$ cat config.mk
export PLATFORM = sky130hd
export DESIGN_NAME = blkcopy_engine
export DESIGN_NICKNAME = d
export VERILOG_FILES = /design/src/rtl/blkcopy_pkg.sv /design/src/rtl/blkcopy_addr.sv /design/src/rtl/blkcopy_regs.sv /design/src/rtl/blkcopy_seq.sv /design/src/rtl/blkcopy_engine.sv
export SDC_FILE = /design/constraint.sdc
export NUM_CORES = 1
export LEC_CHECK = 0
export ABC_CLOCK_PERIOD_IN_PS = 5400
export BUFFER_PORTS_ARGS = -buffer_cell sky130_fd_sc_hd__buf_4
export CAP_MARGIN = 10
export CORE_MARGIN = 1.5
export CORE_UTILIZATION = 51
export DETAILED_ROUTE_END_ITERATION = 16
export GPL_TIMING_DRIVEN = 0
export PLACE_DENSITY = 0.86
export SLEW_MARGIN = 15
export SYNTH_ARGS = -nofsm -noshare
export SYNTH_HDL_FRONTEND = slang
export SYNTH_SLANG_ARGS = --single-unit
$ cat constraint.sdc
create_clock -name clk -period 5.4 [get_ports clk]
set_input_delay 1.08 -clock clk [delete_from_list [all_inputs] [get_ports clk]]
set_output_delay 1.08 -clock clk [all_outputs]
set_load 0.005 [all_outputs]
$ cat src/rtl/blkcopy_pkg.sv
package blkcopy_pkg;
   typedef enum logic [0:0] {
      RS_IDLE = 1'b0,
      RS_RUN  = 1'b1
   } run_state_t;
endpackage

$ cat src/rtl/blkcopy_addr.sv
module blkcopy_addr #(
   parameter int OFS_W  = 16,
   parameter int BANK_W = 8
) (
   input  logic [2*BANK_W-1:0]       bank_pair,
   input  logic [OFS_W-1:0]          src_ofs,
   input  logic [OFS_W-1:0]          dst_ofs,
   output logic [BANK_W+OFS_W-1:0]   src_addr,
   output logic [BANK_W+OFS_W-1:0]   dst_addr
);
   // Low half selects the source bank, high half the destination bank.
   assign src_addr = {bank_pair[BANK_W-1:0],          src_ofs};
   assign dst_addr = {bank_pair[2*BANK_W-1:BANK_W],   dst_ofs};
endmodule

$ cat src/rtl/blkcopy_regs.sv
module blkcopy_regs #(
   parameter int OFS_W  = 16,
   parameter int BANK_W = 8
) (
   input  logic                 clk,
   input  logic                 rst_n,
   input  logic                 load,
   input  logic [2*BANK_W-1:0]  ld_a,
   input  logic [OFS_W-1:0]     ld_x,
   input  logic [OFS_W-1:0]     ld_y,
   input  logic [OFS_W-1:0]     ld_z,
   input  logic                 step,
   output logic [2*BANK_W-1:0]  a_q,
   output logic [OFS_W-1:0]     x_q,
   output logic [OFS_W-1:0]     y_q,
   output logic [OFS_W-1:0]     z_q,
   output logic                 last
);
   localparam logic [OFS_W-1:0] ONE = OFS_W'(1);

   always_ff @(posedge clk) begin
      if (!rst_n) begin
         a_q <= '0;
         x_q <= '0;
         y_q <= '0;
         z_q <= '0;
      end else if (load) begin
         a_q <= ld_a;
         x_q <= ld_x;
         y_q <= ld_y;
         z_q <= ld_z;
      end else if (step) begin
         x_q <= x_q + ONE;
         y_q <= y_q + ONE;
         z_q <= z_q - ONE;
      end
   end

   assign last = (z_q == '0);
endmodule

$ cat src/rtl/blkcopy_seq.sv
module blkcopy_seq
   import blkcopy_pkg::*;
#(
   parameter int OVH_CYC = 2
) (
   input  logic clk,
   input  logic rst_n,
   input  logic start,
   input  logic irq_pend,
   input  logic last,
   output logic busy,
   output logic rd_phase,
   output logic step,
   output logic done,
   output logic paused
);
   localparam int SLOT = OVH_CYC + 2;
   localparam int CW   = (SLOT > 2) ? $clog2(SLOT) : 1;
   localparam logic [CW-1:0] PH_RD = CW'(OVH_CYC);
   localparam logic [CW-1:0] PH_WR = CW'(SLOT - 1);

   run_state_t    st;
   logic [CW-1:0] ph;
   logic          in_ovh;

   generate
      if (OVH_CYC > 0) begin : g_ovh
         assign in_ovh = (ph < PH_RD);
      end else begin : g_no_ovh
         assign in_ovh = 1'b0;
      end
   endgenerate

   assign busy     = (st == RS_RUN);
   assign rd_phase = busy && !in_ovh && (ph == PH_RD);
   assign step     = busy && (ph == PH_WR);

   always_ff @(posedge clk) begin
      if (!rst_n) begin
         st     <= RS_IDLE;
         ph     <= '0;
         done   <= 1'b0;
         paused <= 1'b0;
      end else begin
         done <= 1'b0;
         if (st == RS_IDLE) begin
            if (start) begin
               st     <= RS_RUN;
               ph     <= '0;
               paused <= 1'b0;
            end
         end else if (ph == PH_WR) begin
            ph <= '0;
            if (last) begin
               st   <= RS_IDLE;
               done <= 1'b1;
            end else if (irq_pend) begin
               st     <= RS_IDLE;
               paused <= 1'b1;
            end
         end else begin
            ph <= ph + CW'(1);
         end
      end
   end
endmodule

$ cat src/rtl/blkcopy_engine.sv
module blkcopy_engine #(
   parameter int OFS_W   = 16,
   parameter int BANK_W  = 8,
   parameter int DATA_W  = 8,
   parameter int OVH_CYC = 2
) (
   input  logic                      clk,
   input  logic                      rst_n,
   input  logic                      start,
   input  logic                      irq_pend,
   input  logic                      ld_en,
   input  logic [2*BANK_W-1:0]       ld_a,
   input  logic [OFS_W-1:0]          ld_x,
   input  logic [OFS_W-1:0]          ld_y,
   input  logic [OFS_W-1:0]          ld_z,
   output logic [2*BANK_W-1:0]       a_o,
   output logic [OFS_W-1:0]          x_o,
   output logic [OFS_W-1:0]          y_o,
   output logic [OFS_W-1:0]          z_o,
   output logic [BANK_W+OFS_W-1:0]   mem_addr,
   output logic                      mem_rd,
   output logic                      mem_wr,
   output logic [DATA_W-1:0]         mem_wdata,
   input  logic [DATA_W-1:0]         mem_rdata,
   output logic                      busy,
   output logic                      done,
   output logic                      paused
);
   generate
      if (OFS_W < 2)   begin : g_bad_ofs  $error("OFS_W must be at least 2");   end
      if (BANK_W < 1)  begin : g_bad_bank $error("BANK_W must be at least 1");  end
      if (DATA_W < 1)  begin : g_bad_data $error("DATA_W must be at least 1");  end
      if (OVH_CYC < 0) begin : g_bad_ovh  $error("OVH_CYC must not be negative"); end
   endgenerate

   localparam int ADDR_W = BANK_W + OFS_W;

   logic              last, step, rd_phase;
   logic [ADDR_W-1:0] src_addr, dst_addr;
   logic [DATA_W-1:0] hold_q;

   blkcopy_seq #(.OVH_CYC(OVH_CYC)) u_seq (
      .clk(clk), .rst_n(rst_n), .start(start), .irq_pend(irq_pend),
      .last(last), .busy(busy), .rd_phase(rd_phase), .step(step),
      .done(done), .paused(paused)
   );

   blkcopy_regs #(.OFS_W(OFS_W), .BANK_W(BANK_W)) u_regs (
      .clk(clk), .rst_n(rst_n), .load(ld_en && !busy),
      .ld_a(ld_a), .ld_x(ld_x), .ld_y(ld_y), .ld_z(ld_z),
      .step(step), .a_q(a_o), .x_q(x_o), .y_q(y_o), .z_q(z_o),
      .last(last)
   );

   blkcopy_addr #(.OFS_W(OFS_W), .BANK_W(BANK_W)) u_addr (
      .bank_pair(a_o), .src_ofs(x_o), .dst_ofs(y_o),
      .src_addr(src_addr), .dst_addr(dst_addr)
   );

   always_ff @(posedge clk) begin
      if (!rst_n)        hold_q <= '0;
      else if (rd_phase) hold_q <= mem_rdata;
   end

   assign mem_rd    = rd_phase;
   assign mem_wr    = step;
   assign mem_addr  = step ? dst_addr : src_addr;
   assign mem_wdata = hold_q;
endmodule

==> results_dict.tcl <==
set metrics [dict create \
    multi_input_comb_area_mm2 0.00211 \
    worstSetupStartpointType "flop" \
    endpoint_kind "output pin" \
    grt_usage_pct 36.2 \
    gp_congestion 0.969 \
    clk_pin_slew_ps 90 \
    min_period_over_period_pct 72.4 \
    root_buffer "clkbuf_8" \
    internal-power_mw 1.01 \
    synthAdderAreaFrac_pct 1.62 \
    critPathMostFrequentCell "nand2_1" \
    clock_path_buffers 2 \
    swShare_pct 29.3 \
    synthFlopType "dfxtp_1" \
    outcome "finished clean" \
    worstPathMaxFanout 10 \
    tightestPinTransition_ps 843 \
    antenna_found_initial 0 \
    finalCriticalPeriod_ps 3910 \
    min_to "mem_wdata[1]" \
    layout.nets 778 \
    r2r_slack_ps 3110 \
    first_pass_iters 6 \
    cts_resized 0 \
    rr_worst_depth 5 \
    synth_top_family_by_area "simple AND/OR/NAND/NOR gates" \
    wire_per_inst_um 18.5 \
    drtIter0Drc 366 \
    fmax_mhz 256 \
    wl_met2_mm 7.11 \
    clock-sinks 77 \
    drv_cap 0 \
    clkPwrFrac_pct 34.9 \
    drive_gt1_share_pct 29.8 \
    power_frac_seq_pct 46.2 \
    post-route-cell-area_mm2 0.00553 \
    synth_xor_area_share_pct 3.87 \
    cp.arrival_ps 2830 \
    vdd_drop_max_mv 0.202 \
    slew_headroom_pct 43.3 \
    grt_max_degree 15 \
    p_per_area_mw_per_mm2 258 \
    clkLatencyLatePin_ps 350 \
    cp_slowest_cell "clkbuf_1" \
    crit_chain "ha_1 -> nand2_1 -> inv_2 -> buf_1 -> clkbuf_1 -> nand2_1 -> nand2_1 -> buf_4" \
    slew_viol_final 0 \
    holdBufCountCts 0 \
    grt_overflow 0 \
    path_buf_inv 4 \
    antenna_left 0 \
    routed_wl_mm 14.8 \
    slowest_delay_ps 520 \
    synthArstFlopShare_pct 0 \
    cp.required_ps 4320 \
    io_buffers 177 \
    synthSimpleGateAreaFrac_pct 28.4 \
    hold_viol 0 \
    synth_edf_count 0 \
    cts_made_buffers 9 \
    netlist_area_mm2 0.00385 \
    wl_met3_mm 1.72 \
    ff_latch_area_mm2 0.00154 \
    r2r-end "u_regs.x_q[15]" \
    netlist_instances 508 \
    met1_length_mm 5.63 \
    cts_tree "yes" \
    vias 4760 \
    cpLargestDelayFamily "buffers and inverters" \
    drcViolationCount 0 \
    row_count 31 \
    synth_compound_area_share_pct 20.7 \
    synth.net_count 590 \
    dieArea_mm2 0.00808 \
    start_util_pct 52.8 \
    worstHoldStart "mem_wdata[1]" \
    coreArea_mm2 0.00729 \
    power_leakage_nw 2.35 \
    rr_startpoint "u_seq.ph[1]" \
    dp_hpwl_mm 10.9 \
    grt_pass1_wl_mm 23.3 \
    cts_setup_buffers 0 \
    dieWidth_um 89.9 \
    setup_viol_count_final 0 \
    synth_seq_cells 77 \
    ys_warn_count 0 \
    fin_skew_ps 10.1 \
    grt_pass1_vias 4711 \
    nFillCells 574 \
    switchingPower_mw 0.418 \
    syn_to_final_growth_pct 43.5 \
    routed.top_layer "met4" \
    seq_area_frac_synth_pct 40.0 \
    diodes 0 \
    htreeDepth 3 \
    muxShareOfSynthArea_pct 0.292 \
    critPathLaunch "u_seq.ph[1]" \
    vias_per_cell 5.95 \
    path_class "reg -> out" \
    yosys.cell_types.count 50 \
    rsz0062_at_grt "false" \
    p_comb_share_pct 18.9 \
    avgSynthCellArea_um2 7.58 \
    boundaryPins 178 \
    setup_tns_ps 0 \
    placed_cell_area_mm2 0.00530 \
    min_path_type "reg -> reg" \
    die_h_um 89.9 \
    hold_depth 2 \
]
-- synthesized netlist by cell type, types with 2 or more instances --
cell | number | area [um^2]
nand2_1 | 133 | 499
dfxtp_1 | 77 | 1540
o21ai_0 | 41 | 205
a21oi_1 | 40 | 200
clkbuf_1 | 25 | 93.8
nor3_1 | 17 | 85.1
nor2_1 | 16 | 60.1
a211oi_1 | 15 | 113
nand3_1 | 12 | 60.1
a31oi_1 | 11 | 68.8
inv_1 | 11 | 41.3
xor2_1 | 11 | 96.3
nand4_1 | 10 | 62.6
a311oi_1 | 9 | 78.8
or3_1 | 8 | 50.1
xnor2_1 | 6 | 52.6
and3_1 | 5 | 31.3
ha_1 | 5 | 62.6
nor4_1 | 5 | 31.3
buf_1 | 4 | 15.0
nand4b_1 | 3 | 26.3
nor3_2 | 3 | 30.0
o211ai_1 | 3 | 22.5
o31ai_1 | 3 | 22.5
a221oi_1 | 2 | 17.5
a41oi_1 | 2 | 17.5
and4_1 | 2 | 17.5
buf_2 | 2 | 10.0
clkbuf_8 | 2 | 27.5
nand2b_1 | 2 | 12.5
nand3b_1 | 2 | 15.0
or4_1 | 2 | 15.0
or4_4 | 2 | 22.5
-- power by group through the flow --
stage | Clock [mW] | Combinational (mW) | Sequential [mW]
finish | 0.498 | 0.270 | 0.659
CTS | 0.500 | 0.267 | 0.657
global route | 0.523 | 0.292 | 0.664
detailed placement | 0 | 0.265 | 0.669
global placement | 0 | 0.260 | 0.669
floorplan | 0 | 0.113 | 0.656
-- registers in the layout, summed over array words and instances, names as in the netlist --
register / cells
u_regs.z_q: 16
mem_wdata: 8
u_seq.busy: 1
u_regs.x_q: 16
u_regs.a_q: 16
u_seq.done: 1
u_seq.ph: 2
u_regs.y_q: 16
u_seq.paused: 1
-- logic make-up after synthesis --
kind of cell	Yosys count
flops	77
compound gates	132
buf+inv	46
fa+ha+maj	5
simple gates	230
xor+xnor	17
mux	1
-- through the flow --
stage               instances  hold WS, ps  utilization (%)  power (mW)  setup slack [ps]
floorplan                 508          453                -       0.770              2710
global placement          784          442             72.7       0.928              1980
detailed placement        784          448             72.7       0.934              1920
CTS                       800          461             75.8        1.42              1530
global route              800          478             75.8        1.48              1330
finish                    800          459             75.8        1.43              1490
-- layout by cell type (no fill, tap or decap), drive strengths merged, types with 2 or more instances in the layout --
cell and instances:
o31ai 3, xor2 11, nand4 10, or4 5
inv 13, nor3 20, o21ai 41, clkbuf 36
nand2b 2, nand4b 3, a211oi 15, nand3 12
clkinv 4, a21oi 40, and4 2, buf 183
or3 10, nand3b 2, and3 5, bufinv 2
xnor2 6, o211ai 3, nand2 133, a221oi 2
ha 5, a311oi 9, nor4 5, dfxtp 77
a31oi 11, nor2 16, a41oi 2
-- layout make-up --
cell class | count | area share, %
multi-input combinational | 385 | 38.2
buffer | 33 | 2.65
tap | 99 | 2.24
clock buffer | 9 | 2.24
inverter | 13 | 0.883
sequential | 77 | 27.9
timing repair buffer | 177 | 24.0
clock inverter | 7 | 1.79
-- how the worst max path moves through the flow --
stage | endpoint | depth (start not counted)
finish | mem_addr[13] | 8
floorplan | mem_addr[12] | 7
global placement | mem_addr[13] | 8
detailed placement | mem_addr[13] | 8
CTS | mem_addr[13] | 8
global route | mem_addr[13] | 8
-- worst reg2reg max path, cell delays in order (launching register included) --
cell     delay [ps]
dfxtp_1         390
ha_1            320
nand4_1         230
nor3_2          500
or4b_2          640
a31oi_1         170
-- routing by layer --
layer	track usage, %	vias up
met5	0	-
met4	15.6	0
met3	8.54	34
met2	62.2	335
met1	43.1	2205
li1	-	2186
No activity file was read; power rests on OpenSTA's default activity.
